`src/rtl/sts_pkg.sv`:
```
package sts_pkg;

  typedef logic [1:0] sts_code_t;

  localparam sts_code_t CODE_LEVEL = 2'b00;

  // Cycles covering pulse_ns at clk_khz, rounded up.
  function automatic int pulse_cycles(input int clk_khz, input int pulse_ns);
    longint prod;
    prod = longint'(clk_khz) * longint'(pulse_ns);
    return int'((prod + 64'd999_999) / 64'd1_000_000);
  endfunction

endpackage

```
`src/rtl/sts_cmd_seq.sv`:
```
module sts_cmd_seq
  import sts_pkg::*;
#(
  parameter logic [7:0] CFG_OPC = 8'hB8,
  parameter logic [7:0] OLD_OPC = 8'h60
) (
  input  logic      clk,
  input  logic      rst_n,
  input  logic      cmd_wr,
  input  logic [7:0] cmd_data,
  input  logic      wsm_busy,
  input  logic      wsm_susp,
  input  logic      clr_status,
  output sts_code_t mode,
  output logic      err_prog,
  output logic      err_erase
);

  logic      armed;
  logic      data_cyc;
  logic      code_bad;
  logic      wsm_blocked;
  logic      load_ok;
  logic      err_set;

  assign data_cyc    = cmd_wr && armed;
  assign code_bad    = cmd_data[7:2] != 6'd0;
  assign wsm_blocked = wsm_busy || wsm_susp;
  assign load_ok     = data_cyc && !code_bad && !wsm_blocked;
  assign err_set     = (data_cyc && (code_bad || wsm_blocked))
                     || (cmd_wr && !armed && cmd_data == OLD_OPC);

  always_ff @(posedge clk or negedge rst_n) begin
    if (!rst_n) begin
      armed <= 1'b0;
      mode  <= CODE_LEVEL;
    end else begin
      if (cmd_wr) armed <= !armed && cmd_data == CFG_OPC;
      if (load_ok) mode <= cmd_data[1:0];
    end
  end

  always_ff @(posedge clk or negedge rst_n) begin
    if (!rst_n) begin
      err_prog  <= 1'b0;
      err_erase <= 1'b0;
    end else if (err_set) begin
      err_prog  <= 1'b1;
      err_erase <= 1'b1;
    end else if (clr_status) begin
      err_prog  <= 1'b0;
      err_erase <= 1'b0;
    end
  end


  bad_code_chk: assert property (@(posedge clk) disable iff (!rst_n)
    (data_cyc && code_bad) |=> (err_prog && err_erase && $stable(mode)));


  blocked_cfg_chk: assert property (@(posedge clk) disable iff (!rst_n)
    (data_cyc && wsm_blocked) |=> (err_prog && err_erase && $stable(mode)));


  err_clear_chk: assert property (@(posedge clk) disable iff (!rst_n)
    (clr_status && !err_set) |=> (!err_prog && !err_erase));


  err_sticky_chk: assert property (@(posedge clk) disable iff (!rst_n)
    (err_prog && !clr_status) |=> err_prog);

endmodule

```
`src/rtl/sts_pulse_timer.sv`:
```
module sts_pulse_timer #(
  parameter int PW = 32,
  localparam int CW = $clog2(PW + 1)
) (
  input  logic clk,
  input  logic rst_n,
  input  logic hold,
  input  logic trig,
  output logic low
);

  logic [CW-1:0] cnt;

  always_ff @(posedge clk or negedge rst_n) begin
    if (!rst_n)             cnt <= '0;
    else if (hold)          cnt <= '0;
    else if (trig)          cnt <= CW'(PW);
    else if (cnt != '0)     cnt <= cnt - 1'b1;
  end

  assign low = cnt != '0;


  retrig_load_chk: assert property (@(posedge clk) disable iff (!rst_n)
    (trig && !hold) |=> (cnt == CW'(PW)));


  count_down_chk: assert property (@(posedge clk) disable iff (!rst_n)
    (cnt != '0 && !trig && !hold) |=> (cnt == $past(cnt) - 1'b1));


  hold_clear_chk: assert property (@(posedge clk) disable iff (!rst_n)
    hold |=> !low);

endmodule

```
`src/rtl/sts_pin_cfg.sv`:
```
module sts_pin_cfg
  import sts_pkg::*;
#(
  parameter int         CLK_KHZ  = 125_000,
  parameter int         PULSE_NS = 250,
  parameter logic [7:0] CFG_OPC  = 8'hB8,
  parameter logic [7:0] OLD_OPC  = 8'h60
) (
  input  logic       clk,
  input  logic       rst_n,
  input  logic       cmd_wr,
  input  logic [7:0] cmd_data,
  input  logic       wsm_busy,
  input  logic       wsm_susp,
  input  logic       erase_done,
  input  logic       prog_done,
  input  logic       clr_status,
  output logic       sts_pin,
  output logic       err_prog,
  output logic       err_erase
);

  localparam int PW = pulse_cycles(CLK_KHZ, PULSE_NS);

  sts_code_t mode;
  logic      level_mode;
  logic      pulse_trig;
  logic      pulse_low;
  logic      level_val;

  sts_cmd_seq #(.CFG_OPC(CFG_OPC), .OLD_OPC(OLD_OPC)) u_seq (
    .clk       (clk),
    .rst_n     (rst_n),
    .cmd_wr    (cmd_wr),
    .cmd_data  (cmd_data),
    .wsm_busy  (wsm_busy),
    .wsm_susp  (wsm_susp),
    .clr_status(clr_status),
    .mode      (mode),
    .err_prog  (err_prog),
    .err_erase (err_erase)
  );

  assign level_mode = mode == CODE_LEVEL;
  assign pulse_trig = (erase_done && mode[0]) || (prog_done && mode[1]);
  assign level_val  = !(wsm_busy && !wsm_susp);

  sts_pulse_timer #(.PW(PW)) u_tmr (
    .clk  (clk),
    .rst_n(rst_n),
    .hold (level_mode),
    .trig (pulse_trig),
    .low  (pulse_low)
  );

  assign sts_pin = level_mode ? level_val : !pulse_low;


  level_pin_chk: assert property (@(posedge clk) disable iff (!rst_n)
    level_mode |-> (sts_pin == !(wsm_busy && !wsm_susp)));


  pulse_rest_chk: assert property (@(posedge clk) disable iff (!rst_n)
    (!level_mode && $past(!level_mode) && $past(sts_pin) && !$past(pulse_trig)) |-> sts_pin);

endmodule

```
`config.mk`:
```
export PLATFORM = sky130hd
export DESIGN_NAME = sts_pin_cfg
export DESIGN_NICKNAME = d
export VERILOG_FILES = /design/src/rtl/sts_pkg.sv /design/src/rtl/sts_cmd_seq.sv /design/src/rtl/sts_pulse_timer.sv /design/src/rtl/sts_pin_cfg.sv
export SDC_FILE = /design/constraint.sdc
export NUM_CORES = 1
export LEC_CHECK = 0
export ABC_AREA = 0
export ABC_CLOCK_PERIOD_IN_PS = 2300
export CAP_MARGIN = 20
export CORE_AREA = 2 2 39 41
export DETAILED_ROUTE_END_ITERATION = 7
export DIE_AREA = 0 0 41 43
export PLACE_DENSITY = 0.82
export SETUP_SLACK_MARGIN = 0.05
export SLEW_MARGIN = 20
export SYNTH_ARGS = -nofsm -noshare
export SYNTH_HDL_FRONTEND = slang
export SYNTH_HIERARCHICAL = 1
export SYNTH_SLANG_ARGS = --single-unit
```
`constraint.sdc`:
```
create_clock -name clk -period 2.3 [get_ports clk]
set_input_delay 0.23 -clock clk [delete_from_list [all_inputs] [get_ports clk]]
set_output_delay 0.23 -clock clk [all_outputs]
set_load 0.005 [all_outputs]
```
=== Word level (Yosys, flattened, before mapping) ===
Index checks and enable logic that the tools add are counted.

* Logic and storage cells: 38
* Output and inout bits: 3
* Bits of input ports: 16
* Register bits after elaboration: 10

* Reductions and logical operators: 25
* $add $sub $neg: 1
* Equal/unequal tests: 2
* Muxes and demuxes: 6

{| class="wikitable"
|+ Operators by type and width
! operator !! number
|-
| 2-to-1 mux 6 bit || 3
|-
| nonzero test 6 bit || 2
|-
| logical AND 1 bit || 10
|-
| equality test 8 x 7 -> 1 bit, second input constant || 1
|-
| equality test 8 bit, second input constant || 1
|-
| logical NOT 1 bit || 6
|-
| subtractor 6 x 1 -> 6 bit, second input constant || 1
|-
| logical OR 1 bit || 4
|-
| 2-to-1 mux 1 bit || 3
|-
| nonzero test 3 bit || 1
|-
| logical NOT 2 bit || 1
|-
| nonzero test 2 bit || 1
|}

=== Depth between registers and ports, before layout ===
* Depth after elaboration: 5
* Mapped depth: 5
* Depth with buffers taken out: 5

=== By module ===
Netlist, hierarchy kept.

{| class="wikitable"
|+ Modules (own cells, without submodules)
! module !! area an instance (um^2) !! sequential area each (um^2) !! cells each !! instances
|-
| sts_pulse_timer || 347.8 || 150.1 || 38 || 1
|-
| sts_cmd_seq || 217.7 || 100.1 || 21 || 1
|-
| sts_pin_cfg || 37.5 || 0.0 || 4 || 1
|}

=== Least setup slack after synthesis ===
Ideal clock, no wire load.

* Path type: register to register
* From: register u_tmr.cnt[0]
* To: register u_tmr.cnt[0]
* Library setup time: 0.123 ns
* Arrival: 1.294 ns
* Clock period less this slack: 1.418 ns
* Stages on the path, launching flop included: 6
* Buffers on the path: 0
* Data required time: 2.177 ns
* Path slack: 0.882 ns
* Path through: dfrtp_1 inv_1 ha_1 or3b_1 nor3_1 nor3_1

* Cells in the longest elaborated chain, start to end: 4
* Elaborated cells between the ends (all ways): 6
* Those cells by class: add/sub: 1; mux: 3; reduce/logical: 2

{| class="wikitable"
|+ Ends and longest elaborated chain
! item !! line !! text
|-
| start: declaration || sts_pulse_timer.sv:12 || <nowiki>logic [CW-1:0] cnt;</nowiki>
|-
| start signal: assignment || sts_pulse_timer.sv:17 || <nowiki>else if (trig) cnt <= CW'(PW);</nowiki>
|-
| start signal: assignment || sts_pulse_timer.sv:18 || <nowiki>else if (cnt != '0) cnt <= cnt - 1'b1;</nowiki>
|-
| subtractor 6 x 1 -> 6 bit || sts_pulse_timer.sv:18 ||
|-
| 2-to-1 mux 6 bit || sts_pulse_timer.sv:18 ||
|-
| 2-to-1 mux 6 bit || sts_pulse_timer.sv:17 ||
|-
| 2-to-1 mux 6 bit || sts_pulse_timer.sv:16 || <nowiki>else if (hold) cnt <= '0;</nowiki>
|}

Several ways; a longest one is shown, not always the timed one. The select of a mux whose other input is x is not followed.
A chain may end at the register's enable or synchronous reset.

=== Worst setup path in the final report ===
* From: register u_tmr.cnt[1]
* To: output sts_pin

* Cells in the longest elaborated chain, start to end: 3

{| class="wikitable"
|+ Ends and longest elaborated chain
! item !! line !! text
|-
| nonzero test 6 bit || sts_pulse_timer.sv:21 || <nowiki>assign low = cnt != '0;</nowiki>
|-
| net pulse_low || sts_pin_cfg.sv:28 || <nowiki>logic pulse_low;</nowiki>
|-
| logical NOT 1 bit || sts_pin_cfg.sv:56 || <nowiki>assign sts_pin = level_mode ? level_val : !pulse_low;</nowiki>
|-
| 2-to-1 mux 1 bit || sts_pin_cfg.sv:56 ||
|-
| end: declaration || sts_pin_cfg.sv:18 || <nowiki>output logic sts_pin,</nowiki>
|}

The timed path passes the listed nets, and every way through them passes these cells.

==> flow_summary.ini <==
[status]
status = finished, final reports clean

[sta]
maxSlewViolCount = 0
finalSetupViolations = 0
hold_viol_final = 0
worst_pin_slew_ns = 0.455
rsz0062_at_grt = no
max_freq_ghz = 0.578
clock_skew_ns = 0.00960
whs_ns = 0.286
relSlewSlack_pct = 69.6
period_needed_ns = 1.73
finalSetupTns_ns = 0
post-route-period-util_pct = 75.2

[worst_setup_path]
arrival_ns = 1.50
path_class = flop to output port
worst_setup_path_end_kind = output port
worstPathRequired_ns = 2.07
crit_path_start_kind = flop
worstPathMaxFanout = 4
r2r_setup_slack_ns = 0.77

[die]
fp-row-count = 14
ios = 19
core-area_um2 = 1380
initial_core_util_pct = 43.6
die-area_um2 = 1760
fp.dieH_um = 43
die_w_um = 41

[grt]
antenna_found_initial = 0
grt_use_total_pct = 17.9
grt_pass1_wl_um = 2190
gr-total-overflow = 0
grt_pass1_vias = 562
grt_max_degree = 11

[logic_synthesis]
synth_edf_count = 0
synthTopCellsByCount = 10 x dfrtp_1, 5 x a21oi_1, 5 x nor3_1, 4 x inv_1, 4 x nand2_1
syn_avg_cell_area_um2 = 9.57
synth_top_family_by_area = simple AND/OR/NAND/NOR gates
synth-compound-area-share_pct = 14.1
synth_top_area_share_pct = 41.5
synth-seq-area-share_pct = 41.5
synth_area_leader_cell = dfrtp_1
async_flop_share_pct = 100
yosysWarnings = 6
synthDistinctLibCells = 31
synthXorXnorAreaFrac_pct = 0
yosys_most_used_dff = dfrtp_1
synthTopCellsByArea = dfrtp_1 41%, a21oi_1 4.1%, ha_1 4.1%
synth_nets = 81
synth_most_common_cell = dfrtp_1
yosys.area_share.adder_pct = 4.15
syn_inst = 63
synth-seq-cells = 10
synth_simple_gate_area_share_pct = 31.1
synth.area.mux_share_pct = 5.39
synth_area_um2 = 603

[layout]
drive_above_1_share_pct = 18.1
syn2layout_area_growth_pct = 38.4
nNetsFinal = 103
seq_area_um2 = 250
num_antenna_cells = 0
final_util_pct = 60.3
fillers = 118
multiInputGateArea_um2 = 344
final_cell_area_um2 = 835

[clock_network]
cts_tree = done
cts_sinks = 10
cts_root_buf = clkbuf_4
clockBufferDepth = 2
clk_latency_ns = 0.25
cts_setup_buffers = 0
path_clk_slew_ns = 0.07
h-tree-depth = 1
ctsHoldBuffers = 0
cts_inserted_buffers = 3

[placement]
gp_congestion = 0.784
hpwl_um = 992
dpl_cell_area_um2 = 796
port_buffers = 18

[detailed_routing]
vias = 568
ant_nets = 0
via_per_inst = 5.74
routed_wl_um = 1210
wl_per_cell_um = 12.2
drtIter0Drc = 8
drc = 0
first_pass_iters = 4

[flow_run]
cap_violations = 0

[hold_path]
hp-class = primary input to asynchronous set/reset pin

[pwr]
p_leak_nw = 0.344
ir_drop_v = 0.000324
power_density_nw_per_um2 = 395
==> per-layer routing <==
layer  wire length, um  GRT usage [%]
met5                 0              0
met3                66           4.71
met2               646           29.1
met1               495           23.0
met4                 0           4.00
==> repair_timing <==
item	4_1_cts	5_1_grt
endpoints found under the setup margin	0	1
resized for setup	0	6
endpoints found under the hold margin	0	0
==> cells in the final DEF, fill, tap and decap left out, drive strengths merged, types with 3 or more instances in the layout <==
cell / synthesis / routed
clkdlybuf4s50: 0 / 17
dfrtp: 10 / 10
a21oi: 5 / 5
nor3: 5 / 5
nand2: 4 / 4
inv: 4 / 4
nor2b: 3 / 3
clkbuf: 0 / 3
nor2: 3 / 3
==> sequential cells by signal, summed over array words and instances, names as in the netlist <==
register         flops
u_seq/armed          1
u_seq/err_erase      1
u_seq/mode           2
u_tmr/cnt            6
==> worst paths after layout <==
check / start / end / depth (start not counted)
min in group clk: u_seq/err_erase / u_seq/err_erase / 2
max in group asynchronous: rst_n / u_seq/err_erase / 1
max reg2reg: u_tmr/cnt[1] / u_tmr/cnt[1] / 5
min reg2reg: u_seq/err_erase / u_seq/err_erase / 2
max: u_tmr/cnt[1] / sts_pin / 6
min: rst_n / u_tmr/cnt[4] / 1
==> final cells by class <==
type | instances | share of cell area [%]
multi-input combinational | 48 | 41.2
timing repair buffer | 18 | 21.9
clock buffer | 3 | 2.70
sequential | 10 | 30.0
inverter | 4 | 1.80
tap | 16 | 2.40
==> report_power, final <==
group | total, mW | leakage (nW) | switching (mW) | internal [mW]
combinational | 0.0398 | 0.190 | 0.0127 | 0.0271
sequential | 0.176 | 0.140 | 0.000214 | 0.176
clock | 0.113 | 0.0138 | 0.0534 | 0.0600
==> kinds of logic (layout without fill, tap and decap cells) <==
family                     Yosys count  count (layout)
adders and majority gates            2               2
AOI/OAI and AO/OA                   13              13
buffers and inverters                5              25
DFF                                 10              10
and+or+nand+nor                     30              30
muxes                                3               3
==> critical path, cell delays in order (launching register included) <==
cell            delay [ns]
dfrtp_1               0.42
inv_2                 0.08
ha_2                  0.19
nor3b_4               0.19
nand2_1               0.09
mux2i_1               0.13
dlymetal6s2s_1        0.15
==> per-stage QoR <==
stage          setup WS (ns)  total power [mW]  cells
6_report               0.571             0.329     99
5_1_grt                0.407             0.350     99
4_1_cts               0.0685             0.336     99
3_5_place_dp           0.356             0.220     96
3_3_place_gp           0.385             0.219     96
2_1_floorplan          0.882             0.185     63
No activity file was read; power rests on OpenSTA's default activity.
